File: src/rtl/ipc_mu_pkg.sv
package ipc_mu_pkg;
  localparam int LANES  = 4;
  localparam int WORD_W = 32;
  localparam int TE_LSB = 20;
  localparam int RF_LSB = 24;
  localparam logic [7:0] OFF_TX   = 8'h00;
  localparam logic [7:0] OFF_RX   = 8'h10;
  localparam logic [7:0] OFF_STAT = 8'h20;
  localparam logic [7:0] OFF_CTRL = 8'h24;

  // bit position of lane n inside a group whose lowest bit is lsb (lane 0 on top)
  function automatic int flag_pos(input int lsb, input int n);
    return lsb + LANES - 1 - n;
  endfunction

  function automatic logic [7:0] tx_off(input int n);
    return OFF_TX + 8'(4 * n);
  endfunction

  function automatic logic [7:0] rx_off(input int n);
    return OFF_RX + 8'(4 * n);
  endfunction

  function automatic logic [WORD_W-1:0] place_lanes(input logic [LANES-1:0] v, input int lsb);
    logic [WORD_W-1:0] r;
    r = '0;
    for (int n = 0; n < LANES; n++) r[flag_pos(lsb, n)] = v[n];
    return r;
  endfunction

  function automatic logic [LANES-1:0] pick_lanes(input logic [WORD_W-1:0] w, input int lsb);
    logic [LANES-1:0] r;
    for (int n = 0; n < LANES; n++) r[n] = w[flag_pos(lsb, n)];
    return r;
  endfunction
endpackage

File: src/rtl/ipc_mu_slot.sv
module ipc_mu_slot #(
  parameter int W = 32
) (
  input  logic         clk,
  input  logic         rst_n,
  input  logic         push,
  input  logic         pop,
  input  logic [W-1:0] din,
  output logic [W-1:0] dout,
  output logic         full,
  output logic         empty
);
  // receiver side word and full flag
  always_ff @(posedge clk) begin
    if (!rst_n) begin
      dout <= '0;
      full <= 1'b0;
    end else if (push) begin
      dout <= din;
      full <= 1'b1;
    end else if (pop) begin
      full <= 1'b0;
    end
  end

  // sender side empty flag: raised only by the partner's read
  always_ff @(posedge clk) begin
    if (!rst_n)    empty <= 1'b1;
    else if (push) empty <= 1'b0;
    else if (pop)  empty <= 1'b1;
  end
endmodule

File: src/rtl/ipc_mu_port.sv
module ipc_mu_port import ipc_mu_pkg::*; #(
  parameter int ADDR_W = 8
) (
  input  logic                         clk,
  input  logic                         rst_n,
  input  logic [ADDR_W-1:0]            addr,
  input  logic                         wr,
  input  logic                         rd,
  input  logic [WORD_W-1:0]            wdata,
  output logic [WORD_W-1:0]            rdata,
  output logic                         irq,
  input  logic [LANES-1:0]             te,
  input  logic [LANES-1:0]             rf,
  input  logic [LANES-1:0][WORD_W-1:0] rx_data,
  output logic [LANES-1:0]             tx_we,
  output logic [LANES-1:0]             rx_re,
  output logic [LANES-1:0]             tie,
  output logic [LANES-1:0]             rie
);
  logic              stat_hit;
  logic              ctrl_hit;
  logic [WORD_W-1:0] rd_mux;

  assign stat_hit = (addr == ADDR_W'(OFF_STAT));
  assign ctrl_hit = (addr == ADDR_W'(OFF_CTRL));

  always_comb begin
    tx_we = '0;
    rx_re = '0;
    for (int n = 0; n < LANES; n++) begin
      tx_we[n] = wr && (addr == ADDR_W'(tx_off(n)));
      rx_re[n] = rd && (addr == ADDR_W'(rx_off(n)));
    end
  end

  always_ff @(posedge clk) begin
    if (!rst_n) begin
      tie <= '0;
      rie <= '0;
    end else if (wr && ctrl_hit) begin
      tie <= pick_lanes(wdata, TE_LSB);
      rie <= pick_lanes(wdata, RF_LSB);
    end
  end

  always_comb begin
    rd_mux = '0;
    if (stat_hit) rd_mux = place_lanes(te, TE_LSB) | place_lanes(rf, RF_LSB);
    if (ctrl_hit) rd_mux = place_lanes(tie, TE_LSB) | place_lanes(rie, RF_LSB);
    for (int n = 0; n < LANES; n++)
      if (addr == ADDR_W'(rx_off(n))) rd_mux = rx_data[n];
  end

  always_ff @(posedge clk) begin
    if (!rst_n)  rdata <= '0;
    else if (rd) rdata <= rd_mux;
  end

  assign irq = |((te & tie) | (rf & rie));
endmodule

File: src/rtl/ipc_msg_unit.sv
module ipc_msg_unit import ipc_mu_pkg::*; #(
  parameter int ADDR_W = 8
) (
  input  logic              clk,
  input  logic              rst_n,
  input  logic [ADDR_W-1:0] a_addr,
  input  logic              a_wr,
  input  logic              a_rd,
  input  logic [WORD_W-1:0] a_wdata,
  output logic [WORD_W-1:0] a_rdata,
  output logic              a_irq,
  input  logic [ADDR_W-1:0] b_addr,
  input  logic              b_wr,
  input  logic              b_rd,
  input  logic [WORD_W-1:0] b_wdata,
  output logic [WORD_W-1:0] b_rdata,
  output logic              b_irq
);
  // named internal events, observed by the bound checker
  logic [LANES-1:0]             a_tx_we, a_rx_re, b_tx_we, b_rx_re;
  logic [LANES-1:0]             a_tie, a_rie, b_tie, b_rie;
  logic [LANES-1:0]             ab_full, ab_empty, ba_full, ba_empty;
  logic [LANES-1:0][WORD_W-1:0] ab_data, ba_data;

  for (genvar n = 0; n < LANES; n++) begin : g_lane
    ipc_mu_slot #(.W(WORD_W)) u_ab (
      .clk(clk), .rst_n(rst_n), .push(a_tx_we[n]), .pop(b_rx_re[n]),
      .din(a_wdata), .dout(ab_data[n]), .full(ab_full[n]), .empty(ab_empty[n])
    );
    ipc_mu_slot #(.W(WORD_W)) u_ba (
      .clk(clk), .rst_n(rst_n), .push(b_tx_we[n]), .pop(a_rx_re[n]),
      .din(b_wdata), .dout(ba_data[n]), .full(ba_full[n]), .empty(ba_empty[n])
    );
  end

  ipc_mu_port #(.ADDR_W(ADDR_W)) u_side_a (
    .clk(clk), .rst_n(rst_n), .addr(a_addr), .wr(a_wr), .rd(a_rd),
    .wdata(a_wdata), .rdata(a_rdata), .irq(a_irq),
    .te(ab_empty), .rf(ba_full), .rx_data(ba_data),
    .tx_we(a_tx_we), .rx_re(a_rx_re), .tie(a_tie), .rie(a_rie)
  );

  ipc_mu_port #(.ADDR_W(ADDR_W)) u_side_b (
    .clk(clk), .rst_n(rst_n), .addr(b_addr), .wr(b_wr), .rd(b_rd),
    .wdata(b_wdata), .rdata(b_rdata), .irq(b_irq),
    .te(ba_empty), .rf(ab_full), .rx_data(ab_data),
    .tx_we(b_tx_we), .rx_re(b_rx_re), .tie(b_tie), .rie(b_rie)
  );
endmodule

File: config.mk
export PLATFORM = sky130hd
export DESIGN_NAME = ipc_msg_unit
export DESIGN_NICKNAME = d
export VERILOG_FILES = /design/src/rtl/ipc_mu_pkg.sv /design/src/rtl/ipc_mu_slot.sv /design/src/rtl/ipc_mu_port.sv /design/src/rtl/ipc_msg_unit.sv
export SDC_FILE = /design/constraint.sdc
export NUM_CORES = 1
export LEC_CHECK = 0
export ABC_AREA = 1
export BUFFER_PORTS_ARGS = -buffer_cell sky130_fd_sc_hd__buf_2
export CAP_MARGIN = 20
export CORE_ASPECT_RATIO = 1.2
export CORE_MARGIN = 2
export CORE_UTILIZATION = 50
export CTS_CLUSTER_DIAMETER = 50
export DETAILED_ROUTE_END_ITERATION = 10
export HOLD_SLACK_MARGIN = 0.1
export PLACE_DENSITY = 0.77
export SYNTH_ARGS = -nofsm -noshare
export SYNTH_HDL_FRONTEND = slang
export SYNTH_SLANG_ARGS = --single-unit
export TNS_END_PERCENT = 20
File: constraint.sdc
create_clock -name clk -period 1.31 [get_ports clk]
set_input_delay 0.1965 -clock clk [delete_from_list [all_inputs] [get_ports clk]]
set_output_delay 0.1965 -clock clk [all_outputs]
set_load 0.05 [all_outputs]
==> impl_metrics.ini, run 1 <==
[outcome]
status = finished with violations
violations = negative setup slack

[final_layout]
seqCellArea_um2 = 7060
drive_gt1_share_pct = 17.9
area_delta_synth_final_pct = 26.6
fin_area_um2 = 18400
multiInputGateArea_um2 = 6300
fillerInstances = 2328
nets = 2216
final_cells = 2543

[min_path]
min_path_type = input pin to flip-flop
min_path_cells = 4

[floorplan]
dieWidth_um = 160
io_pins = 152
initial_core_util_pct = 50.7
rows = 68
dieArea_um2 = 30500
core_area_um2 = 28700
dieHeight_um = 191

[routing]
viasPerCell = 5.52
vias = 14000
ant_nets = 0
post_drt_wl_per_cell_um = 16.6
drt_iter0_markers = 1306
finalWirelength_mm = 42.2
drc_errors = 0
first_pass_iters = 5

[setup_path]
crit_required_ps = 1110
critPathSlowestCell = dfxtp_2
worstSetupPathType = flip-flop to primary output
cp_top_family = compound AO/OA/AOI/OAI gates
crit_path_max_incr_delay_ps = 320
cp-start-kind = flip-flop
cp.arrival_ps = 1570
path_max_fanout = 2
path_buf_inv = 1
end_kind = primary output
worstRegToRegCells = 5
cp_cell_sequence = a22o_1 -> a221oi_2 -> nand2_1 -> buf_6
r2r_slack_ps = 90
worstSetupPathDepth = 4

[synth]
ys_warn_count = 0
synth_seq_cells = 352
yosysSeqAreaShare_pct = 48.5
synth_cell_types = 32
synth_top_area_cell = dfxtp_1
synth_edf_count = 0
async_reset_ff_share_pct = 0
synth_top_flop_cell = dfxtp_1
postSynthAreaPerCell_um2 = 7.58
postSynthCellCount = 1919
synth_top_area_share_pct = 48.5
synth_area_um2 = 14500
synth_nets = 2005
synthTopCellsByArea = dfxtp_1 (48%), o21ai_0 (9.8%), nor2_1 (8.9%)

[sta]
min_period_ps = 1770
setup_tns_ps = -916
post-route-period-util_pct = 135
slew_viol_final = 0
skew_ps = 9.53
setup_violations = 2
hold_viol = 0
worst_slack_ps = -461
max_freq_ghz = 0.565
tightest_slew_ps = 438
relSlewSlack_pct = 70.5
rsz0062_at_grt = yes
timing.hold.ws_ps = 190

[clock_tree]
cts.sinks = 352
cts.path.max_buffers = 3
cts_tree = done
insertion_delay_ps = 520
htree_levels = 2
cts-root-buf = clkbuf_16
cts_setup_buffers = 0
path_clk_slew_ps = 60
cts_buffers = 39

[power]
finalPower_mw = 22.5
power_density_nw_per_um2 = 1220
peakVddDrop_mv = 0.985
leakagePower_nw = 7.54

[grt]
use_met3_pct = 5.02
grt_use_met2_pct = 50.7
busiest_layer = met2
grtUsageTotal_pct = 27.2
antenna_found_initial = 1
grt_pass1_wl_mm = 68.2
grt_pass1_vias = 13800
overflow = 0
globalRouteMet1Util_pct = 31.1
grt_max_degree = 66

[placed_design]
placed_cell_area_um2 = 16300
io_buffers = 151
placed_cells = 2409
gp_congestion = 0.852
dpl.hpwl_mm = 26.8

[run]
cap_violations = 0
[registers in the layout (all words and copies together), names as in the netlist]
name / flops
g_lane.u_ab.dout: 128
g_lane.u_ab.empty: 4
g_lane.u_ab.full: 4
g_lane.u_ba.dout: 128
g_lane.u_ba.empty: 4
g_lane.u_ba.full: 4
u_side_a.rdata: 32
u_side_a.rie: 4
u_side_a.tie: 4
u_side_b.rdata: 32
u_side_b.rie: 4
u_side_b.tie: 4
[through the flow]
stage | setup WS [ps] | util [%]
3_5_place_dp | -307 | 56.8
3_3_place_gp | -312 | 56.8
2_1_floorplan | 26.4 | -
4_1_cts | -467 | 64.1
5_1_grt | -511 | 64.2
6_report | -461 | 64.2
[cell families after synthesis]
logic type             Yosys count  synth area share, %
AOI/OAI and AO/OA              650                 24.5
buffers and inverters          285                 8.34
DFF                            352                 48.5
and+or+nand+nor                632                 18.7
[repair_timing]
item                       in CTS  in global routing
setup endpoints to repair      60                 14
gates cloned                    0                  0
hold endpoints to repair      262                  0
hold buffers                   65                  0
resized for setup              70                 22
pin swaps                       1                  2
[area by class of cell]
class | instances | share of cell area, %
clock buffers | 58 | 6.24
flip-flops and latches | 352 | 38.3
well taps | 385 | 2.62
repair buffers | 308 | 15.0
multi-input cells | 1282 | 34.2
diodes | 1 | 0.0136
inverters | 147 | 3.00
clock inverters | 10 | 0.516
[worst register-to-register path, stage by stage (launching register included)]
cell	delay (ps)
dfxtp_1	310
buf_4	130
nand3_1	70
nand3_1	80
o21ai_0	390
a21oi_1	110
[Yosys cell counts (6+ instances only)]
master	count
o21ai_0	285
a21oi_2	9
inv_1	126
o21ai_1	31
buf_2	44
o211ai_1	11
dfxtp_1	352
o211ai_2	8
nor2_1	343
nand3_1	99
a21oi_1	235
clkbuf_1	73
nor2_4	10
buf_6	6
a22oi_1	64
nor2_2	6
buf_4	10
inv_2	20
nand2_2	11
nand2_1	154
[worst paths after layout]
check | from | endpoint
worst min register to register | g_lane[2].u_ba.dout[1]$_SDFFE_PN0P_ | g_lane[2].u_ba.dout[1]$_SDFFE_PN0P_
worst max-delay path | u_side_a.rie[0]$_SDFFE_PN0P_ | a_irq
worst max register to register | u_side_b.rie[1]$_SDFFE_PN0P_ | u_side_b.rdata[26]$_SDFFE_PN0P_
worst min-delay path | a_wr | u_side_a.rie[2]$_SDFFE_PN0P_
[power by group]
part	switching, mW	internal (mW)	leakage [nW]
Clock	4.30	6.29	0.605
Sequential	0.0113	10.7	2.84
Combinational	0.695	0.460	4.09
Total	5.01	17.5	7.54
[layer usage]
metal  vias up  share of wire, %
li1       6819                 -
met1      6538                39
met2       560                51
met3       109               6.9
met4         0               3.1
met5         -                 0
[placed cells by master, fill, tap and decap left out, types with 20 or more instances in the layout]
master,instances
a21oi_1,235
a22oi_1,64
buf_12,37
buf_2,84
buf_4,110
clkbuf_16,41
dfxtp_1,344
dlygate4sd3_1,65
inv_1,126
inv_2,20
nand2_1,154
nand3_1,99
nor2_1,342
o21ai_0,285
o21ai_1,31
Power figures use the tool's default switching activity.
==> run 2, diff against run 1 <==
==> constraint.sdc (replaced) <==
create_clock -name clk -period 1.31 [get_ports clk]
set_input_delay 0.131 -clock clk [delete_from_list [all_inputs] [get_ports clk]]
set_output_delay 0.131 -clock clk [all_outputs]
set_load 0.05 [all_outputs]
==> run 2 against run 1 <==
Effect of this change:
- the run still ends with negative setup slack left
- critical path depth is the same
- sequential power barely moved
- setup slack gained 57 ps
- clock-buffer cell count decreased by 10
- sequential cell count did not move
- total power up 0.92%
- critical endpoint unchanged
- largest cell class unchanged
==> impl_metrics.ini, run 2 (synthesis results as in run 1) <==
[outcome]
status = finished with violations
violations = negative setup slack

[clock_tree]
cts.sinks = 352
cts-root-buf = clkbuf_16
htree_levels = 2
cts.path.max_buffers = 3
path_clk_slew_ps = 60
insertion_delay_ps = 530
cts_buffers = 37
cts_tree = done

[routing]
post_drt_wl_per_cell_um = 16.5
drt_iter0_markers = 1343
ant_nets = 0
vias = 13900
drc_errors = 0
first_pass_iters = 5
finalWirelength_mm = 42.0
viasPerCell = 5.48

[power]
p_comb_share_pct = 5.0
swShare_pct = 21.9
clockPowerShare_pct = 47.7
finalPower_mw = 22.7
power_density_nw_per_um2 = 1250
p_seq_share_pct = 47.3
switching_power_mw = 4.97
cell_internal_pwr_mw = 17.7
peakVddDrop_mv = 0.979
leakagePower_nw = 7.51

[setup_path]
cp.arrival_ps = 1580
crit_required_ps = 1180
worstSetupPathType = flip-flop to primary output
end_kind = primary output
path_max_fanout = 2
cp-start-kind = flip-flop

[grt]
overflow = 0
grt_pass1_vias = 13500
grt_max_degree = 79
antenna_found_initial = 2
grt_pass1_wl_mm = 68.0
grtUsageTotal_pct = 27.1

[sta]
setup_violations = 2
timing.hold.ws_ps = 125
worst_slack_ps = -404
max_freq_ghz = 0.583
min_period_ps = 1710
relSlewSlack_pct = 68.0
hold_viol = 0
rsz0062_at_grt = yes
tightest_slew_ps = 474
slew_viol_final = 0
skew_ps = 11.0
setup_tns_ps = -792
post-route-period-util_pct = 131

[final_layout]
reg_top3 = g_lane.u_ab.dout: 128 flops, g_lane.u_ba.dout: 128 flops
nets = 2211
layout_commonest_cell = dfxtp_1
fillerInstances = 2412
fin_area_um2 = 18200
final_cells = 2537
most-common-layout-cells = dfxtp_1 (348), nor2_1 (342), o21ai_0 (285)
area_delta_synth_final_pct = 25.1
drive_gt1_share_pct = 17.7
utilization_pct = 63.4

[placed_design]
dpl.hpwl_mm = 26.9
io_buffers = 151
placed_cell_area_um2 = 16200
placed_cells = 2405
place_ws_ps = -265
gp_congestion = 0.851

[floorplan]
core_area_um2 = 28700
dieHeight_um = 191
initial_core_util_pct = 50.7
dieWidth_um = 160
rows = 68
dieArea_um2 = 30500
io_pins = 152

[min_path]
min_path_type = input pin to flip-flop

[run]
cap_violations = 0
[run 2: cell types whose count changed in the layout (fill, tap and decap cells not counted), moves of 2 or more]
cell / before / now
dfxtp_1: 344 / 348
clkbuf_8: 6 / 2
clkbuf_4: 1 / 9
bufinv_16: 1 / 5
buf_12: 37 / 33
buf_4: 110 / 60
buf_2: 84 / 135
clkbuf_16: 41 / 39
clkinv_2: 4 / 8
clkbuf_1: 11 / 7
dfxtp_2: 8 / 4
buf_6: 11 / 3
[run 2: metal layers]
| layer | wire (um) | GRT usage, % |
|---|---|---|
| met2 | 21300 | 49.8 |
| met5 | 0 | 0 |
| met1 | 16800 | 31.9 |
| met3 | 2460 | 4.00 |
| met4 | 1450 | 10.1 |
[run 2: final timing paths]
kind | from | end | slack, ps | cells after the start
setup reg to reg | u_side_b.rie[1]$_SDFFE_PN0P_ | u_side_b.rdata[26]$_SDFFE_PN0P_ | 150 | 4
hold / removal | b_wr | u_side_b.tie[3]$_SDFFE_PN0P_ | 120 | 4
hold reg to reg | g_lane[1].u_ba.dout[25]$_SDFFE_PN0P_ | g_lane[1].u_ba.dout[25]$_SDFFE_PN0P_ | 450 | 2
setup / recovery | g_lane[0].u_ba.full$_SDFFE_PN0P_ | a_irq | -400 | 4
[run 2: cell type report]
cell class,count,area (um^2),share of cell area (%)
Inverter,147,553,3.04
Multi-Input combinational cell,1282,6310,34.7
Tap cell,385,482,2.65
Clock inverter,16,219,1.20
Sequential cell,352,7050,38.8
Antenna cell,2,5.00,0.0275
Clock buffer,48,1030,5.66
Timing Repair Buffer,305,2540,14.0
[run 2: timing repair]
action / in CTS / in global routing
endpoints found under the setup margin: 6 / 11
endpoints found under the hold margin: 280 / 0
pin swaps: 1 / 2
resized for setup: 13 / 12
hold buffers: 65 / 0
setup buffers: 1 / 0
[run 2: power by group through the flow]
stage | Clock, mW | Sequential (mW) | Combinational [mW]
detailed placement | 0 | 11.0 | 0.956
finish | 10.8 | 10.7 | 1.13
CTS | 10.9 | 10.7 | 1.11
floorplan | 0 | 11.0 | 0.453
global route | 11.4 | 10.7 | 1.22
global placement | 0 | 11.0 | 0.945
[run 2: critical path: stages, from the launching register on]
cell and delay, ps:
dfxtp_2 320, a22o_1 230, a221oi_2 230, nand2_1 120, buf_6 170
==> run 3, diff against run 2 <==
ABC_AREA = not set   (was 1)
==> run 3 against run 2 <==
Effect of this change:
- critical endpoint is now b_irq
- largest power group unchanged
- register-to-register slack got worse by 130 ps
- design area grew 5.5%
- critical path type unchanged
- critical path depth decreased by 1
- maximum frequency rose by 8.6%
- the flow still finishes with violations (negative setup slack)
==> impl_metrics.ini, run 3 <==
[outcome]
status = finished with violations
violations = negative setup slack

[sta]
setup_tns_ps = -471
rsz0062_at_grt = yes
slew_viol_final = 0
hold_viol = 0
timing.hold.ws_ps = 135
min_period_ps = 1580
skew_ps = 13.7
relSlewSlack_pct = 76.0
tightest_slew_ps = 360
setup_violations = 2
post-route-period-util_pct = 121
max_freq_ghz = 0.633
worst_slack_ps = -269

[power]
leakagePower_nw = 7.07
clockPowerShare_pct = 49.1
p_seq_share_pct = 44.7
switching_power_mw = 5.38
swShare_pct = 22.4
peakVddDrop_mv = 1.14
finalPower_mw = 24.0
power_density_nw_per_um2 = 1250
cell_internal_pwr_mw = 18.6
p_comb_share_pct = 6.2

[placed_design]
io_buffers = 151
placed_cell_area_um2 = 16900
placed_cells = 2401
place_ws_ps = -497
gp_congestion = 0.837
dpl.hpwl_mm = 28.4

[synth]
synth_top_flop_cell = dfxtp_1
synth_cell_types = 55
synth_top_area_cell = dfxtp_1
postSynthAreaPerCell_um2 = 7.79
synth_top_area_share_pct = 47.1
async_reset_ff_share_pct = 0
yosysMostFrequentCell = nand2_1
synth_edf_count = 0
synth_commonest_cells = nand2_1 (522), dfxtp_1 (352), a21oi_1 (327)
ys_warn_count = 0
synth_nets = 2009
synth_seq_cells = 352
postSynthCellCount = 1923
synth_area_um2 = 15000
synthTopCellsByArea = dfxtp_1 (47%), nand2_1 (13%), a21oi_1 (11%)
yosysSeqAreaShare_pct = 47.1

[final_layout]
layout_commonest_cell = nand2_1
reg_top3 = g_lane.u_ab.dout: 128 flops, g_lane.u_ba.dout: 128 flops
area_delta_synth_final_pct = 28.1
fin_area_um2 = 19200
final_cells = 2544
nets = 2210
drive_gt1_share_pct = 18.0
most-common-layout-cells = nand2_1 (522), dfxtp_1 (339), a21oi_1 (327)
utilization_pct = 65.0

[clock_tree]
cts.path.max_buffers = 3
cts-root-buf = clkbuf_16
cts_buffers = 39
cts_tree = done
htree_levels = 2
cts.sinks = 352
insertion_delay_ps = 520
path_clk_slew_ps = 60

[floorplan]
initial_core_util_pct = 50.7
io_pins = 152
core_area_um2 = 29500
dieWidth_um = 162
dieArea_um2 = 31400
rows = 69
dieHeight_um = 194

[routing]
viasPerCell = 5.80
ant_nets = 0
finalWirelength_mm = 46.0
post_drt_wl_per_cell_um = 18.1
drt_iter0_markers = 1334
first_pass_iters = 5
vias = 14800
drc_errors = 0

[setup_path]
worstSetupPathType = flip-flop to primary output
critPathSlowestCell = dfxtp_1
path_max_fanout = 3
worstRegToRegCells = 5
crit_path_max_incr_delay_ps = 340
cp.arrival_ps = 1450
end_kind = primary output
cp-start-kind = flip-flop
crit_required_ps = 1180
cp_cell_sequence = a22oi_1 -> nand4_1 -> buf_6

[grt]
grt_pass1_wl_mm = 73.5
antenna_found_initial = 3
grt_max_degree = 87
overflow = 0
grtUsageTotal_pct = 28.5
grt_pass1_vias = 14300

[min_path]
min_path_type = input pin to flip-flop
min_path_cells = 3

[run]
cap_violations = 0
-- run 3: kinds of logic (layout without fill, tap and decap cells) --
logic type | Yosys count | in the layout | synth area share, %
and+or+nand+nor | 810 | 810 | 24.0
buffers and inverters | 178 | 406 | 4.74
DFF | 352 | 352 | 47.1
other | 0 | 3 | 0
AOI/OAI and AO/OA | 537 | 537 | 21.2
muxes | 46 | 46 | 3.07
-- run 3: worst paths after layout --
path | start | end | slack [ps]
setup / recovery | g_lane[3].u_ab.full$_SDFFE_PN0P_ | b_irq | -270
hold / removal | b_rd | u_side_b.rdata[27]$_SDFFE_PN0P_ | 140
setup reg to reg | u_side_b.tie[1]$_SDFFE_PN0P_ | u_side_b.rdata[22]$_SDFFE_PN0P_ | 20
hold reg to reg | g_lane[0].u_ba.dout[21]$_SDFFE_PN0P_ | g_lane[0].u_ba.dout[21]$_SDFFE_PN0P_ | 450
-- run 3: layer usage --
layer  GRT usage (%)  vias up  share of wire (%)
met5               0        -                  0
li1                -     7026                  -
met4            10.0        0                3.0
met1            34.4     6957                 40
met2            51.5      656                 50
met3            4.05      116                7.2
-- run 3: repair_timing --
action / in CTS / in global routing
setup buffers: 6 / 0
cloned: 0 / 0
pin swaps: 6 / 3
hold endpoints to repair: 281 / 0
setup endpoints to repair: 10 / 22
gates resized for setup: 27 / 24
hold buffers: 66 / 0
-- run 3: area by class of cell --
type	instances	area, um^2
fillers	2419	10300
multi-input cells	1393	7480
flip-flops and latches	352	7060
repair buffers	327	2720
clock buffers	49	1100
well taps	390	488
clock inverters	19	285
inverters	11	48.8
diodes	3	7.51
-- run 3: power groups by stage --
stage                     clock, mW  combinational, mW  sequential [mW]
after detailed placement          0               1.29             11.0
after global placement            0               1.28             11.0
after global routing           12.3               1.58             10.7
after CTS                      11.8               1.45             10.7
after floorplan                   0              0.645             11.0
final                          11.8               1.49             10.7
-- run 3: critical path, delay by kind of cell (launching register included) --
kind	cells	cell delay (ps)
flops	1	340
simple gates	1	200
compound gates	1	180
buf+inv	1	210
